<file path="src/rtl/sdm_mod.sv">
module sdm_mod #(
  parameter int SUM_W = 8,
  parameter int OUT_W = 4
) (
  input  logic             clk,
  input  logic             rst,
  input  logic             sample_stb,
  input  logic [SUM_W-1:0] sample_in,
  input  logic             tick,
  output logic [OUT_W-1:0] code_out
);
  localparam int RES_W = SUM_W - OUT_W;
  localparam logic [SUM_W-1:0] HALF_MASK = {1'b0, {(SUM_W-1){1'b1}}};

  logic [SUM_W-1:0] hold;
  logic [RES_W-1:0] residue;
  logic [SUM_W-1:0] sum;

  assign sum = hold + {{OUT_W{1'b0}}, residue};

  always_ff @(posedge clk) begin
    if (rst) begin
      hold     <= '0;
      residue  <= '0;
      code_out <= '0;
    end else begin
      if (tick) begin
        code_out <= sum[SUM_W-1:RES_W];
        residue  <= sum[RES_W-1:0];
      end
      if (sample_stb) hold <= sample_in & HALF_MASK;
    end
  end
endmodule

</file>
<file path="config.mk">
export PLATFORM = sky130hd
export DESIGN_NAME = sdm_mod
export DESIGN_NICKNAME = d
export VERILOG_FILES = /design/src/rtl/sdm_mod.sv
export SDC_FILE = /design/constraint.sdc
export NUM_CORES = 1
export LEC_CHECK = 0
export BUFFER_PORTS_ARGS = -buffer_cell sky130_fd_sc_hd__buf_2
export CORE_MARGIN = 4
export CORE_UTILIZATION = 40
export CTS_BUF_LIST = sky130_fd_sc_hd__clkbuf_2
export CTS_CLUSTER_SIZE = 25
export DETAILED_ROUTE_END_ITERATION = 12
export PLACE_DENSITY = 0.59
export SYNTH_ARGS = -nofsm -noshare
export SYNTH_HDL_FRONTEND = slang
export SYNTH_SLANG_ARGS = --single-unit
</file>
<file path="constraint.sdc">
create_clock -name clk -period 4.15 [get_ports clk]
set_input_delay 0.415 -clock clk [delete_from_list [all_inputs] [get_ports clk]]
set_output_delay 0.415 -clock clk [all_outputs]
set_load 0.02 [all_outputs]
</file>
# Yosys cells after proc, flatten, opt, wreduce, memory -nomap -nowiden
# Index checks and enable logic that the tools add are counted.
[totals]
ff_bits = 15
input_bits = 12
output_inout_bits = 4
[op_classes]
add_sub_neg = 1
[op_table]
columns = ["operator", "n"]
rows = [
  ["$add A7 B4 Y8", 1],
]

# Longest topological paths before layout
# Gate-level depths: netlist of the first run.
[logic_depth]
word_depth = 1
ltp_mapped = 6

# Worst setup path after synthesis of the first run
# Ideal clock, no wire load.
[synth_path]
path_kind = "flip-flop to flip-flop"
startpoint = "register hold[0]"
endpoint = "register code_out[0]"
setup_ps = 95
t_arrival_ps = 1391
path_slack_ps = 2664
path_stages_with_launch = 7
path_buffers = 0
cell_sequence = "dfxtp_1 -> ha_1 -> inv_1 -> fa_1 -> nand2b_1 -> a211o_1 -> o311ai_1"
[synth_via]
elab_chain_len = 1
[synth_lines]
columns = ["element", "line_no", "text"]
rows = [
  ["start: declaration", "15", "logic [SUM_W-1:0] hold;"],
  ["start signal: assignment", "31", "if (sample_stb) hold <= sample_in & HALF_MASK;"],
  ["$add A7 B4 Y8", "19", "assign sum = hold + {{OUT_W{1'b0}}, residue};"],
  ["end signal: assignment", "28", "code_out <= sum[SUM_W-1:RES_W];"],
  ["end: declaration", "10", "output logic [OUT_W-1:0] code_out"],
]
# No other way between the ends.
# A chain may end at the register's enable or synchronous reset.

# Worst setup path after layout of the first run
# Ends and elaborated chain as after synthesis.

==> results.cfg, run 1 <==
[outcome]
status = finished clean

[synth]
synth_most_common_cell = dfxtp_1
yosysWarnings = 0
synth_top_area_frac = 0.374
ys_ff_latch = 15
synth_nets = 101
syn_area_per_cell_um2 = 9.56
synth.top_cells.by_area = dfxtp_1 (37%), mux2i_1 (11%), nor2_1 (6.5%)
synthArstFlopShare = 0
synth_ff_type = dfxtp_1
yosysSeqAreaShare = 0.374
synth_edf_count = 0
synthCells = 84
syn_area_um2 = 803
yosys-top-cells-count = dfxtp_1 (15), nor2_1 (14), mux2i_1 (9)
yosysUniqueCellTypes = 32
yosysTopAreaCell = dfxtp_1

[floorplanning]
core_mm2 = 0.00182
rows = 15
die-width_um = 52.8
pin_count = 16
dieArea_mm2 = 0.00279
initial_core_util = 0.441
die_h_um = 52.8

[critical_path]
max_stage_delay_ps = 390
worstPathRequired_ps = 4360
r2r_slack_ps = 2520
end_kind = flip-flop
worstReg2RegStart = hold[0]
path_cells = ha_1 > inv_1 > fa_1 > nand2b_1 > a211o_1 > o311ai_1
worstRegToRegCells = 6
critPathArrivalTime_ps = 1840
r2r_end = code_out[0]
cp_max_fo = 4
timing_worst_setup_path_type = reg -> reg
crit_path_top_delay_cell = fa_1
critPathLaunchType = flip-flop

[pwr]
power_frac_comb = 0.165
powerDensity_mw_per_mm2 = 307
switching_power_mw = 0.0816
peakVddDrop_uv = 179
pwr-share-clk = 0.262
internal-power_mw = 0.195
p_sw_frac = 0.295
p_leak_nw = 0.414
seq_power_share = 0.574

[global_routing]
grt_max_degree = 18
grt_pass1_wl_mm = 2.47
grt_use_met1 = 0.154
grtUsageMet2 = 0.184
use_met3 = 0.0513
grt_util_all_layers = 0.121
grt_pass1_vias = 567
top_usage_layer = met2
overflow = 0
grt_antenna_before_repair = 0

[routing]
route.detailed.drc = 0
drtPass1Iterations = 4
drt_iter0_drc = 12
wl_per_cell_um = 12.2
routed_wl_mm = 1.51
detail-route-antenna-nets = 0
vias_per_cell = 5.33
dr_total_vias = 656

[clock_network]
cts_tree = yes
cts_num_sinks = 15
clk_pin_slew_ps = 160
clkLatencyLatePin_ps = 290
clk_path_buf_depth = 2
postCtsSetupRepairBufs = 0
cts_max_level = 1
cts_hold_buf = 0
cts_resized = 0
cts_inserted_buffers = 3
cts_root_buf = clkbuf_2

[timing]
finalWorstSetupSlack_ps = 2520
fin_crit_ps = 1630
rsz0062_at_grt = false
finalHoldViolations = 0
clock.fmax_mhz = 613
setup-violations-final = 0
maxSlewHeadroom = 0.794
tightest_slew_ps = 308
drv_slew = 0
fin_skew_ps = 8.14
period_share = 0.393
tns_ps = 0

[final_layout]
fillCellCount = 188
fin_nets = 116
syn2layout_area_growth_pct = 12.3
layout-drive-gt1-share = 0.214
antenna_cells = 0

[job]
maxCapViolCount = 0

[placed_design]
numPortBuffers = 14
gp_congestion = 0.774
preCtsSetupSlack_ps = 2550
hpwl_mm = 1.16

[worst_hold_path]
worstHoldPathCells = 3
hp-class = in -> reg
hp-start = sample_in[2]
worstHoldEndpoint = hold[2]
-- per-stage QoR --
step	instance area, µm²	power [mW]	hold slack (ps)	cells	util
global route	902	0.296	329	123	0.496
global placement	880	0.206	478	119	0.483
finish	902	0.277	342	123	0.496
detailed placement	880	0.208	494	119	0.483
floorplan	803	0.196	465	84	-
CTS	902	0.283	326	123	0.496
-- power groups by stage --
stage / Clock, mW / Combinational (mW) / Sequential, mW
final: 0.0725 / 0.0456 / 0.159
after global routing: 0.0841 / 0.0514 / 0.160
after CTS: 0.0777 / 0.0462 / 0.159
after detailed placement: 0 / 0.0457 / 0.162
after global placement: 0 / 0.0445 / 0.162
after floorplan: 0 / 0.0334 / 0.162
-- flip-flops by register name, indices dropped and copies added (netlist names) --
register,flops
hold,7
code_out,4
residue,4
-- layout by cell type (no fill, tap or decap), drive strengths merged, types with 2 or more instances in the layout --
cell type  count
dfxtp         15
nor2          14
buf           14
mux2i          9
inv            5
a211oi         5
ha             4
nand2          3
clkbuf         3
nor3           3
a211o          2
a311o          2
-- cell families after synthesis --
family	synth area share
adders and majority gates	0.0872
AOI/OAI and AO/OA	0.190
DFF	0.374
and+or+nand+nor	0.171
buffers and inverters	0.0545
muxes	0.112
xor gates and xnor gates	0.0109
-- layout make-up --
cell class,count,area [µm²],area share
inverter,5,18.8,0.0208
tap,25,31.3,0.0347
timing repair buffer,14,70.1,0.0777
clock buffer,3,15.0,0.0166
clock inverter,1,7.51,0.00832
sequential,15,300,0.333
multi-input combinational,60,459,0.509
-- per-layer routing --
layer | vias to the layer above | part of all wire
met2 | 17 | 0.45
met4 | 0 | 0.0046
met5 | - | 0
met1 | 306 | 0.48
met3 | 2 | 0.064
li1 | 331 | -
-- how the worst max path moves through the flow --
stage,startpoint,slack (ps),to,depth (start not counted)
detailed placement,hold[0],2550,code_out[2],6
global placement,hold[0],2550,code_out[2],6
finish,hold[0],2520,code_out[0],6
floorplan,hold[0],2660,code_out[0],6
global route,hold[0],2320,code_out[2],6
CTS,hold[0],2500,code_out[2],6
-- worst max-delay path, delay by kind of cell (launching register included) --
| kind | cells | cell delay [ps] |
|---|---|---|
| AO/OA/AOI/OAI | 2 | 340 |
| adder cells (fa/ha/maj) | 2 | 570 |
| buffers and inverters | 1 | 60 |
| flip-flops | 1 | 370 |
| AND/OR/NAND/NOR | 1 | 210 |
Note: power is estimated with default switching activity, not from simulation.
==> inputs of run 2 (changes only) <==
==> constraint.sdc (replaced) <==
create_clock -name clk -period 1.7 [get_ports clk]
set_input_delay 0.17 -clock clk [delete_from_list [all_inputs] [get_ports clk]]
set_output_delay 0.17 -clock clk [all_outputs]
set_load 0.02 [all_outputs]
==> run 2 against run 1 <==
Against the previous run:
- sequential power is 140% higher
- hold slack lost 240 ps
- power rose by 150%
- final cell count did not move
- utilization grew 1.2 points
- register-to-register slack worse by 2400 ps
- non-clock buffer count stayed put
- via count decreased by 1.2%
- clock skew shrank 5.1 ps
- critical path type unchanged
- critical endpoint is now code_out[1]
==> results.cfg, run 2 (synthesis results as in run 1) <==
[critical_path]
critPathLaunchType = flip-flop
max_stage_delay_ps = 380
timing_worst_setup_path_type = reg -> reg
path_cells = ha_1 > o211a_1 > a2111oi_4 > nor3_2
crit_path_top_delay_cell = ha_1
worstPathRequired_ps = 1890
cp_max_fo = 4
end_kind = flip-flop
critPathArrivalTime_ps = 1760

[placed_design]
dp_cells = 119
hpwl_mm = 1.14
numPortBuffers = 14
gp_congestion = 0.773

[floorplanning]
rows = 15
pin_count = 16
core_mm2 = 0.00182
die-width_um = 52.8
initial_core_util = 0.441
die_h_um = 52.8
dieArea_mm2 = 0.00279

[timing]
holdWs_ps = 104
fin_crit_ps = 1570
fin_skew_ps = 3.09
clock.fmax_mhz = 638
period_share = 0.922
tns_ps = 0
drv_slew = 0
setup-violations-final = 0
finalHoldViolations = 0
rsz0062_at_grt = false
maxSlewHeadroom = 0.785
tightest_slew_ps = 323

[global_routing]
grt_antenna_before_repair = 0
grt_pass1_vias = 570
grt_util_all_layers = 0.122
overflow = 0
grt_pass1_wl_mm = 2.44
grt_max_degree = 18

[final_layout]
syn2layout_area_growth_pct = 15.1
layout_common_cells = nor2_1 (14), buf_2 (14), dfxtp_1 (13), mux2i_1 (9), inv_1 (5)
top_register = hold
fin_cells = 123
antenna_cells = 0
fin_nets = 116
top_regs = hold: 7 flops, code_out: 4 flops, residue: 4 flops
fin_util = 0.508
largest_reg_flops = 7
layout-drive-gt1-share = 0.276

[routing]
routed_wl_mm = 1.54
route.detailed.drc = 0
wl_per_cell_um = 12.5
drtPass1Iterations = 3
vias_per_cell = 5.27
detail-route-antenna-nets = 0
drt_iter0_drc = 3
dr_total_vias = 648

[pwr]
powerDensity_mw_per_mm2 = 736
peakVddDrop_uv = 697
p_leak_nw = 0.423

[clock_network]
clk_pin_slew_ps = 160
cts_inserted_buffers = 3
cts_tree = yes
cts_root_buf = clkbuf_2
clk_path_buf_depth = 2
clkLatencyLatePin_ps = 290
cts_max_level = 1
cts_hold_buf = 0
cts_num_sinks = 15

[worst_hold_path]
hp-class = in -> reg

[job]
maxCapViolCount = 0

[outcome]
status = finished clean
## run 2: cell counts in the layout (fill, tap and decap cells not counted)
No cell type changed its count.
## run 2: where the power goes
group / switching, mW / leakage, nW / internal [mW]
clock network: 0.122 / 0.0126 / 0.0549
registers: 0.0153 / 0.124 / 0.373
logic: 0.0646 / 0.287 / 0.0513
## run 2: path summary, 6_finish.rpt
path / cells past startpoint / slack, ps / from / to
max: 4 / 130 / hold[2] / code_out[1]
max reg2reg: 4 / 130 / hold[2] / code_out[1]
min: 3 / 100 / sample_in[1] / hold[1]
min reg2reg: 2 / 510 / residue[0] / residue[0]
## run 2: critical path, delay by kind of cell, from the launching register on
kind	cells	cell delay, ps
simple gates	1	80
flops	1	350
fa+ha+maj	1	380
compound gates	2	660
## run 2: layout make-up
| type | count | area, µm² |
|---|---|---|
| clock buffers | 3 | 15.0 |
| repair buffers | 14 | 70.1 |
| well taps | 25 | 31.3 |
| clock inverters | 1 | 7.51 |
| multi-input cells | 60 | 479 |
| inverters | 5 | 18.8 |
| flip-flops and latches | 15 | 303 |
| fillers | 195 | 896 |
## run 2: per-layer routing
layer | up-vias | global-route usage | share of wire
met5 | - | 0 | 0
met4 | 0 | 0.0383 | 0.011
met3 | 2 | 0.0513 | 0.049
met2 | 13 | 0.194 | 0.44
met1 | 303 | 0.148 | 0.50
li1 | 330 | - | -
## run 2: per-stage QoR
| step | instance area [µm²] | total power, mW | worst slack [ps] |
|---|---|---|---|
| finish | 925 | 0.680 | 133 |
| global route | 925 | 0.729 | 36.9 |
| CTS | 902 | 0.687 | 52.6 |
| detailed placement | 880 | 0.508 | 98.6 |
| global placement | 880 | 0.503 | 107 |
| floorplan | 803 | 0.478 | 214 |
## run 2: repair_timing
| action | in CTS | in global routing |
|---|---|---|
| resized for setup | 0 | 6 |
| setup buffers | 0 | 0 |
| setup endpoints to repair | 0 | 2 |
